$ cat config.mk
export PLATFORM = sky130hd
export DESIGN_NAME = aux_edid_responder
export DESIGN_NICKNAME = d
export VERILOG_FILES = /design/src/rtl/aux_edid_pkg.sv /design/src/rtl/aux_req_decode.sv /design/src/rtl/aux_edid_state.sv /design/src/rtl/aux_reg_file.sv /design/src/rtl/aux_edid_responder.sv
export SDC_FILE = /design/constraint.sdc
export NUM_CORES = 1
export LEC_CHECK = 0
export CAP_MARGIN = 25
export CORE_ASPECT_RATIO = 0.6
export CORE_MARGIN = 5
export CORE_UTILIZATION = 50
export DETAILED_ROUTE_END_ITERATION = 12
export GPL_TIMING_DRIVEN = 0
export PLACE_DENSITY = 0.84
export SYNTH_ARGS = -nofsm -noshare
export SYNTH_HDL_FRONTEND = slang
export SYNTH_SLANG_ARGS = --single-unit
$ cat constraint.sdc
create_clock -name clk -period 3.14 [get_ports clk]
set_input_delay 0.628 -clock clk [delete_from_list [all_inputs] [get_ports clk]]
set_output_delay 0.628 -clock clk [all_outputs]
set_load 0.01 [all_outputs]
$ cat src/rtl/aux_edid_pkg.sv
// Shared field positions and request classification for the AUX EDID responder.
// Assumes a 32-bit register port; bit positions are fixed by the software view.
package aux_edid_pkg;
    localparam int CTL_IDX        = 0;
    localparam int DATA_IDX       = 1;
    localparam int CTL_BUSY_BIT   = 31;
    localparam int CTL_DONE_BIT   = 30;
    localparam int CTL_SIZE_LSB   = 20;
    localparam int CTL_SIZE_W     = 5;
    localparam int REQ_ADDR_LSB   = 8;
    localparam int REQ_CMD_LSB    = 24;
    localparam int OP_READ_BIT    = 0;
    localparam int OP_MOT_BIT     = 2;

    typedef enum logic [2:0] {
        ACT_NONE,
        ACT_STOP,
        ACT_START,
        ACT_WRITE,
        ACT_READ,
        ACT_BADREAD
    } act_e;
endpackage

$ cat src/rtl/aux_req_decode.sv
// Classifies a control write into one request action.
// Assumes the request word already sits in the data register when the
// control register is written with send-busy set.
module aux_req_decode
    import aux_edid_pkg::*;
#(
    parameter int ADDR_W = 3
) (
    input  logic              reg_wr,
    input  logic [ADDR_W-1:0] reg_addr,
    input  logic [31:0]       reg_wdata,
    input  logic [31:0]       data_q,
    output logic              go,
    output act_e              act,
    output logic [15:0]       tgt_addr,
    output logic [CTL_SIZE_W-1:0] reply_size
);
    logic [CTL_SIZE_W-1:0] msg_len;
    logic [7:0]            cmd;
    logic [3:0]            op;

    // Pick out the request fields and the trigger condition.
    always_comb begin
        go         = reg_wr && (reg_addr == ADDR_W'(CTL_IDX)) && reg_wdata[CTL_BUSY_BIT];
        msg_len    = reg_wdata[CTL_SIZE_LSB +: CTL_SIZE_W];
        cmd        = data_q[REQ_CMD_LSB +: 8];
        op         = cmd[7:4];
        tgt_addr   = data_q[REQ_ADDR_LSB +: 16];
        reply_size = op[OP_READ_BIT] ? CTL_SIZE_W'(2) : CTL_SIZE_W'(1);
    end

    // Map length and opcode to an action; address-only wins over opcode.
    always_comb begin
        act = ACT_NONE;
        if (go) begin
            if (msg_len == CTL_SIZE_W'(3))
                act = op[OP_MOT_BIT] ? ACT_START : ACT_STOP;
            else if (!op[OP_READ_BIT])
                act = ACT_WRITE;
            else if (msg_len == CTL_SIZE_W'(4))
                act = ACT_READ;
            else
                act = ACT_BADREAD;
        end
    end
endmodule

$ cat src/rtl/aux_edid_state.sv
// Holds the transaction state: target selection, EDID availability, the
// recorded port, the read pointer and the open/MOT flags.
// Assumes edid_byte is a combinational function of edid_port and edid_ptr.
module aux_edid_state
    import aux_edid_pkg::*;
#(
    parameter int          NPORTS     = 4,
    parameter int          PORT_W     = 2,
    parameter int          EDID_BYTES = 128,
    parameter int          PTR_W      = 8,
    parameter logic [15:0] EDID_ADDR  = 16'h0050
) (
    input  logic              clk,
    input  logic              rst_n,
    input  act_e              act,
    input  logic [15:0]       tgt_addr,
    input  logic [PORT_W-1:0] port_id,
    input  logic [NPORTS-1:0] port_is_dp,
    input  logic [NPORTS-1:0] monitor_present,
    input  logic [7:0]        edid_byte,
    output logic [PORT_W-1:0] edid_port,
    output logic [PTR_W-1:0]  edid_ptr,
    output logic              i2c_active,
    output logic              mot_active,
    output logic [7:0]        reply_byte
);
    logic sel_q;
    logic avail_q;
    logic can_read;
    logic port_ok;
    logic port_has_edid;

    // Decide whether a read can be served and what byte it returns.
    always_comb begin
        port_ok       = int'(port_id) < NPORTS;
        port_has_edid = port_ok && port_is_dp[port_id] && monitor_present[port_id];
        can_read      = sel_q && avail_q && (edid_ptr < PTR_W'(EDID_BYTES));
        reply_byte    = can_read ? edid_byte : 8'hFF;
    end

    // Advance the selection, pointer and flags on each processed request.
    always_ff @(posedge clk) begin
        if (!rst_n) begin
            sel_q      <= 1'b0;
            avail_q    <= 1'b0;
            edid_ptr   <= '0;
            edid_port  <= '0;
            i2c_active <= 1'b0;
            mot_active <= 1'b0;
        end else begin
            case (act)
                ACT_STOP: begin
                    sel_q      <= 1'b0;
                    avail_q    <= 1'b0;
                    edid_ptr   <= '0;
                    i2c_active <= 1'b0;
                    mot_active <= 1'b0;
                end
                ACT_START: begin
                    i2c_active <= 1'b1;
                    mot_active <= 1'b1;
                    if (tgt_addr == 16'h0000) begin
                        sel_q    <= 1'b0;
                        avail_q  <= 1'b0;
                        edid_ptr <= '0;
                    end else if (tgt_addr == EDID_ADDR) begin
                        sel_q     <= 1'b1;
                        edid_port <= port_id;
                        avail_q   <= port_has_edid;
                    end
                end
                ACT_READ: begin
                    if (can_read)
                        edid_ptr <= edid_ptr + PTR_W'(1);
                end
                default: ;
            endcase
        end
    end
endmodule

$ cat src/rtl/aux_reg_file.sv
// Channel register file: control, data and plain storage registers.
// Control and data take the synthesized reply when a request is processed.
// Assumes NUM_REGS >= 2 (control at index 0, data at index 1).
module aux_reg_file
    import aux_edid_pkg::*;
#(
    parameter int         NUM_REGS = 5,
    parameter int         ADDR_W   = 3,
    parameter logic [7:0] ACK_CODE = 8'h00
) (
    input  logic              clk,
    input  logic              rst_n,
    input  logic              reg_wr,
    input  logic [ADDR_W-1:0] reg_addr,
    input  logic [31:0]       reg_wdata,
    input  logic              go,
    input  act_e              act,
    input  logic [CTL_SIZE_W-1:0] reply_size,
    input  logic [7:0]        reply_byte,
    output logic [31:0]       reg_rdata,
    output logic [31:0]       ctl_q,
    output logic [31:0]       data_q
);
    logic [31:0] regs_rd [NUM_REGS];
    logic [31:0] ctl_done_word;
    logic [31:0] reply_word;
    logic        reply_wr;

    // Build the completed control word and the ack-plus-data reply.
    always_comb begin
        ctl_done_word = reg_wdata;
        ctl_done_word[CTL_BUSY_BIT] = 1'b0;
        ctl_done_word[CTL_DONE_BIT] = 1'b1;
        ctl_done_word[CTL_SIZE_LSB +: CTL_SIZE_W] = reply_size;
        reply_word = {ACK_CODE, (act == ACT_READ) ? reply_byte : 8'h00, 16'h0000};
        reply_wr   = go && (act != ACT_BADREAD) && (act != ACT_NONE);
    end

    for (genvar i = 0; i < NUM_REGS; i++) begin : g_reg
        logic [31:0] q;
        logic        hit;
        assign hit        = reg_wr && (reg_addr == ADDR_W'(i));
        assign regs_rd[i] = q;

        if (i == CTL_IDX) begin : g_ctl
            // Control: store completion word on busy writes, else verbatim.
            always_ff @(posedge clk) begin
                if (!rst_n)
                    q <= '0;
                else if (hit)
                    q <= reg_wdata[CTL_BUSY_BIT] ? ctl_done_word : reg_wdata;
            end
        end else if (i == DATA_IDX) begin : g_data
            // Data: software writes, or the reply word after processing.
            always_ff @(posedge clk) begin
                if (!rst_n)
                    q <= '0;
                else if (hit)
                    q <= reg_wdata;
                else if (reply_wr)
                    q <= reply_word;
            end
        end else begin : g_plain
            // Other channel registers: plain storage.
            always_ff @(posedge clk) begin
                if (!rst_n)
                    q <= '0;
                else if (hit)
                    q <= reg_wdata;
            end
        end
    end

    assign ctl_q  = regs_rd[CTL_IDX];
    assign data_q = regs_rd[DATA_IDX];

    // Read mux; indices beyond the file read zero.
    always_comb begin
        reg_rdata = '0;
        if (int'(reg_addr) < NUM_REGS)
            reg_rdata = regs_rd[reg_addr];
    end
endmodule

$ cat src/rtl/aux_edid_responder.sv
// Top of the I2C-over-AUX EDID responder. Decodes a request when the control
// register is written with send-busy, updates transaction state and writes
// the reply back in the same cycle. Assumes an external EDID byte source
// indexed by edid_port and edid_ptr that answers combinationally.
module aux_edid_responder
    import aux_edid_pkg::*;
#(
    parameter int          NPORTS     = 4,
    parameter int          EDID_BYTES = 128,
    parameter int          NUM_REGS   = 5,
    parameter logic [15:0] EDID_ADDR  = 16'h0050,
    parameter logic [7:0]  ACK_CODE   = 8'h00,
    localparam int         PORT_W     = (NPORTS > 1) ? $clog2(NPORTS) : 1,
    localparam int         PTR_W      = $clog2(EDID_BYTES) + 1,
    localparam int         ADDR_W     = (NUM_REGS > 2) ? $clog2(NUM_REGS) : 1
) (
    input  logic              clk,
    input  logic              rst_n,
    input  logic              reg_wr,
    input  logic [ADDR_W-1:0] reg_addr,
    input  logic [31:0]       reg_wdata,
    output logic [31:0]       reg_rdata,
    input  logic [PORT_W-1:0] port_id,
    input  logic [NPORTS-1:0] port_is_dp,
    input  logic [NPORTS-1:0] monitor_present,
    output logic [PORT_W-1:0] edid_port,
    output logic [PTR_W-1:0]  edid_ptr,
    input  logic [7:0]        edid_byte,
    output logic              i2c_active,
    output logic              mot_active
);
    logic                  go;
    act_e                  act;
    logic [15:0]           tgt_addr;
    logic [CTL_SIZE_W-1:0] reply_size;
    logic [7:0]            reply_byte;
    logic [31:0]           ctl_q;
    logic [31:0]           data_q;

    aux_req_decode #(.ADDR_W(ADDR_W)) u_dec (
        .reg_wr     (reg_wr),
        .reg_addr   (reg_addr),
        .reg_wdata  (reg_wdata),
        .data_q     (data_q),
        .go         (go),
        .act        (act),
        .tgt_addr   (tgt_addr),
        .reply_size (reply_size)
    );

    aux_edid_state #(
        .NPORTS     (NPORTS),
        .PORT_W     (PORT_W),
        .EDID_BYTES (EDID_BYTES),
        .PTR_W      (PTR_W),
        .EDID_ADDR  (EDID_ADDR)
    ) u_state (
        .clk             (clk),
        .rst_n           (rst_n),
        .act             (act),
        .tgt_addr        (tgt_addr),
        .port_id         (port_id),
        .port_is_dp      (port_is_dp),
        .monitor_present (monitor_present),
        .edid_byte       (edid_byte),
        .edid_port       (edid_port),
        .edid_ptr        (edid_ptr),
        .i2c_active      (i2c_active),
        .mot_active      (mot_active),
        .reply_byte      (reply_byte)
    );

    aux_reg_file #(
        .NUM_REGS (NUM_REGS),
        .ADDR_W   (ADDR_W),
        .ACK_CODE (ACK_CODE)
    ) u_regs (
        .clk        (clk),
        .rst_n      (rst_n),
        .reg_wr     (reg_wr),
        .reg_addr   (reg_addr),
        .reg_wdata  (reg_wdata),
        .go         (go),
        .act        (act),
        .reply_size (reply_size),
        .reply_byte (reply_byte),
        .reg_rdata  (reg_rdata),
        .ctl_q      (ctl_q),
        .data_q     (data_q)
    );
endmodule

; ---- Yosys cells after proc, flatten, opt, wreduce, memory -nomap -nowiden
; Index checks and enable logic that the tools add are counted.
[totals]
word_cells = 80
output_inout_bits = 44
memories = 0
mem_bits_ro = 0
reg_bits = 173
inputBits = 56
mem_bits_rw = 0
latchBits = 0
[op_classes]
magnitude_cmp = 4
eq_ne = 14
div = 0
reduce_logical = 20
bitwise = 2
n_mul = 0
n_addsub = 1
shift = 0
muxes = 29
[ops]
columns = op, count
row1 = $mux W32, 5
row2 = $bmux W32 S3, 1
row3 = $mux W8, 4
row4 = $mux W31, 1
row5 = $pmux W8 S3, 1
row6 = $eq A16 B7 Y1 const B, 1
row7 = $logic_not A16 Y1, 1
row8 = $logic_and A1 B1 Y1, 11
row9 = $eq A3 B2 Y1 const B, 3
row10 = $mux W3, 3
row11 = $add A8 B1 Y8 const B, 1
row12 = $lt A8 B8 Y1 const B, 1
row13 = $mux W1, 7
row14 = $eq A3 B1 Y1 const B, 2
row15 = $eq A3 B3 Y1 const B, 2
row16 = $pmux W1 S2, 3
row17 = $reduce_and A3 Y1, 2
row18 = $reduce_bool A3 Y1, 2
row19 = $eq A5 B2 Y1 const B, 1
row20 = $eq A5 B3 Y1 const B, 1
row21 = $bmux W1 S2, 2
row22 = $ge A4 B4 Y1 const B, 1
row23 = $mux W2, 2
row24 = $not A3 Y4, 1
row25 = other kinds (10), 11

; ---- Depth between registers and ports, before layout
[logic_depth]
word_depth = 10
depth_mapped = 7
mapped_depth_nobuf = 6

; ---- By module
; Synthesis repeated with hierarchy kept, for this count alone.
[unflattened]
cells_unflattened = 1007
hier_area_um2 = 8758.4
[by_module_without_submodules]
columns = module, area_each_um2, cells_each, instances
row1 = aux_reg_file, 7644.8, 872, 1
row2 = aux_edid_state, 859.6, 100, 1
row3 = aux_req_decode, 254.0, 35, 1

; ---- Least setup slack after synthesis
; Ideal clock, no wire load.
[synth_path]
kind = input to output
startpoint = input reg_addr[1]
endpoint = output reg_rdata[13]
path_stages = 5
required_time_ns = 2.512
setup_slack_ns = 0.330
path_buffers = 2
t_arrival_ns = 2.182
cell_sequence = clkbuf_1 > buf_1 > mux4_2 > inv_1 > o21ai_0
[synth_between]
elab_chain_cells = 5
[synth_rtl]
columns = element, line
row1 = start: declaration, aux_edid_responder.sv:20  ; input logic [ADDR_W-1:0] reg_addr,
row2 = $not A3 Y4 (implied by the code), aux_reg_file.sv:81  ; reg_rdata = regs_rd[reg_addr];
row3 = $bmux W32 S3, aux_reg_file.sv:81
row4 = $mux W32 (implied by the code) (2 in series), aux_reg_file.sv:81
row5 = $mux W32 *, aux_reg_file.sv:80  ; if (int'(reg_addr) < NUM_REGS)
row6 = end: declaration, aux_edid_responder.sv:22  ; output logic [31:0] reg_rdata,
; Mark *: on every way between the ends. The rest lies on a longest branch, timed or not. The select of a mux whose other input is x is not followed.

; ---- Worst setup path after layout
[layout_path]
startpoint = input reg_wr
endpoint = register u_regs.g_reg[1].q[7] (netlist: u_regs.data_q[7])
[layout_between]
elab_chain_cells = 7
[layout_rtl]
columns = element, line
row1 = start: declaration, aux_edid_responder.sv:19  ; input logic reg_wr,
row2 = $logic_and A1 B1 Y1 (2 in series), aux_req_decode.sv:24  ; go = reg_wr && (reg_addr == ADDR_W'(CTL_IDX)) && reg_wdata[CTL_BUSY_BIT];
row3 = $mux W3, aux_req_decode.sv:35  ; if (go) begin
row4 = $ne A3 B3 Y1, aux_reg_file.sv:36  ; reply_wr = go && (act != ACT_BADREAD) && (act != ACT_NONE);
row5 = $logic_and A1 B1 Y1 (2 in series), aux_reg_file.sv:36
row6 = $reduce_bool A2 Y1 (no source line), n/a
row7 = end signal: assignment, aux_reg_file.sv:59  ; q <= reg_wdata;
row8 = end signal: assignment, aux_reg_file.sv:61  ; q <= reply_word;
row9 = end: declaration, aux_reg_file.sv:40  ; logic [31:0] q;
; Parallel ways exist; a longest one is shown, timed or not.
; A chain may end at the register's enable or synchronous reset.

==> impl_results.md <==
* Root Driver: clkbuf_16
* Total grt overflow at 0
* Final setup violation count at 0
* Core area at 14500 µm²
* Highest achievable clock rate at roughly 0.33 GHz
* Tcrit/Tclk final at a little over nine tenths
* VDD IR max at 0.359 mV
* Leakage at roughly 3.3 nW
* Total CTS buffers at 17
* CP bufs+invs at 3
* Status: finished clean
* Worst-case reg-to-reg path depth at 5
* First-pass GRT wire length at 37800 µm
* Post-route insts no fill at roughly 1.2k
* Critical Path Stages at 7
* Synth Area per Inst at just over 8 µm²
* Clock-pin slew on the worst setup and hold paths at ~0.07 ns
* Initial core utilization at roughly half
* Worst reg2reg path startpoint: u_regs.data_q[8]
* Critical path required time at about 3.5 ns
* Final antenna-violating net count at 0
* 1st-iter DRT viols at roughly 1.0k
* Global Route Usage Sum at between 20 and 30%
* Asr flop ratio synth at 0%
* Hold Crit Class: reg -> reg
* Slew margin rel. at roughly 40%
* Kind of critical path: in -> reg
* Die height at 105 µm
* Syn-to-layout area delta at 26.2%
* Post-synthesis sequential area ratio at between 40 and 50%
* Detailed Route WL at about 24000 µm
* Io pins at 100
* Die width at around 170 µm
* DRC viols at 0
* CP endpoint kind: flip-flop
* Cell Rows at 34
* Placed wire-length estimate at between 15000 and 20000 µm
* Pre-CTS setup slack at -1.03 ns
* Initial antenna violation count at 0
* Worst setup margin at approximately 0.083 ns
* Max-slew violation count at 0
* Slowest Stage Delay on Critical Path at roughly 0.8 ns
* Critical Path Most Common Cell: clkbuf_1
* Clk buf depth at 2
* Post-synth EDFFs at 0
* Gate Count Post-Synth at ~910
* Leading cell type in the layout, fill and taps excluded: nand2_1
* Netlist cell types at 39
* Worst-skew pair later-pin latency at between 0.4 and 0.5 ns
* CP max-delay cell: a311oi_1
* Share of post-route cells with drive strength above 1 at 8.87%
* Nets at 1092
* Synthesized area at approximately 7400 µm²
* Critical Path Fanout Max at 10
* Final Power at between 4 and 5 mW
* Maxcap violations at 0
* Final Core Density at 64.6%
* FF-to-FF setup slack at ~0.94 ns
* CTS sink cnt at 172
* Average wire per standard cell at approximately 19 µm
* Inst Count DP at between 1k and 1.5k
* PD cells at between 500 and 600 nW/µm²
* DR vias/cell at ~6.0
* Critical Path Sink: u_regs.data_q[7]
* Period minus WS final at 3.06 ns
* IO Port Bufs at 96
* Setup crit start: reg_wr
* Primary FF master, synth: dfxtp_1
* Die area at 17500 µm²
* Synth Net Count at just under 1k
* Most frequent cells in the layout: 296 x nand2_1, 172 x dfxtp_1, 130 x a21oi_1
* Synth warnings at 0
* DRT Pass-1 Iters at 5
* Vias in the first global route at 7117
* Skew final at about 0.0065 ns
* Largest net degree at the start of global routing at 17
* Vias at 7427
* Crit-path cells: clkdlybuf4s50_1 > nor2b_1 > and2_1 > clkbuf_1 > a311oi_1 > clkbuf_1 > a22o_1
* Flops & latches, synth at around 170
* CP Data Arrival Time at ~3.4 ns
* GP Congestion at 0.911
* Worst-margin pin slew at between 0.8 and 0.9 ns
* CP delay by family, top: buffers and inverters
* Reg2reg end: u_state.edid_ptr[7]
* H-tree Lvls at 4
* RSZ-0062 raised after global routing: no
* Final Hold Vio Count at 0
* Startpoint types: input pin
* Ant diodes at 0
* CTS tree: done
* Post-Route Setup TNS at 0 ns
## area by class of cell
cell class	count	area, µm²
Clock inverter	13	165
Timing Repair Buffer	102	978
Buffer	73	387
Fill cell	1174	5150
Tap cell	198	248
Sequential cell	172	3440
Inverter	32	120
Clock buffer	19	443
Multi-Input combinational cell	637	3610
## state kept, by name, indices dropped and copies added, names as in the netlist
register            count
u_regs.g.q             96
u_regs.data_q          32
u_regs.ctl_q           31
u_state.edid_ptr        8
u_state.edid_port       2
u_state.avail_q         1
u_state.i2c_active      1
u_state.sel_q           1
## metrics by stage
| step | hold slack [ns] | area, µm² |
|---|---|---|
| global route | 0.469 | 9400 |
| finish | 0.454 | 9400 |
| detailed placement | 0.444 | 8660 |
| global placement | 0.440 | 8660 |
| floorplan | 0.429 | 7450 |
| CTS | 0.453 | 9390 |
## kinds of logic after synthesis
group	Yosys count	synth area share, %
muxes	35	9.93
DFF	172	46.2
buffers and inverters	105	5.43
and+or+nand+nor	379	21.2
AOI/OAI and AO/OA	222	17.1
adders and majority gates	1	0.168
## cell usage after synthesis (3+ instances only)
cell type  instances  share of area (%)
mux2i_1            3               0.40
nand3b_1           4               0.40
or2_2              4               0.34
o21ai_0           46                3.1
a22oi_1            3               0.30
nor2b_1            3               0.25
nor2_1            25                1.3
dfxtp_1          172                 46
and3_1             7               0.59
nor3b_1            6               0.60
clkbuf_1          66                3.3
or4_1              3               0.30
a21oi_1          130                8.7
inv_1             32                1.6
nor3_1             9               0.60
nand2_1          296                 15
o211ai_1           4               0.40
nand3_1            8               0.54
nand4b_1           3               0.35
mux4_2            31                9.4
buf_1              3               0.15
a22o_1            32                3.8
## worst min-delay path, delay by kind of cell, from the launching register on
kind,cells,cell delay [ns]
AO/OA/AOI/OAI,1,0.05
flip-flops,1,0.31
AND/OR/NAND/NOR,1,0.05
## power breakdown
| group | internal [mW] | total [mW] | switching [mW] | leakage, nW |
|---|---|---|---|---|
| clock network | 1.28 | 2.21 | 0.932 | 0.292 |
| logic | 0.167 | 0.411 | 0.243 | 1.66 |
| registers | 2.22 | 2.25 | 0.0264 | 1.39 |
| total | 3.67 | 4.87 | 1.20 | 3.34 |
## how the worst min path moves through the flow
stage / from / end / cells after the start
2_1_floorplan: u_regs.ctl_q[20] / u_regs.ctl_q[20] / 2
3_3_place_gp: u_regs.g_reg[3].q[23] / u_regs.g_reg[3].q[23] / 2
3_5_place_dp: u_regs.g_reg[3].q[24] / u_regs.g_reg[3].q[24] / 2
4_1_cts: u_regs.g_reg[3].q[24] / u_regs.g_reg[3].q[24] / 2
5_1_grt: u_regs.ctl_q[20] / u_regs.ctl_q[20] / 2
6_report: u_regs.g_reg[3].q[24] / u_regs.g_reg[3].q[24] / 2
## per-layer routing
layer	GRT usage, %	up-vias	wire [µm]
met3	8.75	69	3070
li1	-	3343	-
met2	40.0	497	10400
met1	37.3	3518	9810
met4	9.26	0	646
met5	0	-	0
## repair_timing
action / CTS / global route
hold buffers: 0 / 0
pin swaps: 1 / 1
endpoints found under the hold margin: 0 / 0
gates resized for setup: 75 / 4
setup endpoints to repair: 32 / 17
setup buffers: 6 / 0
Note: power is estimated with default switching activity, not from simulation.
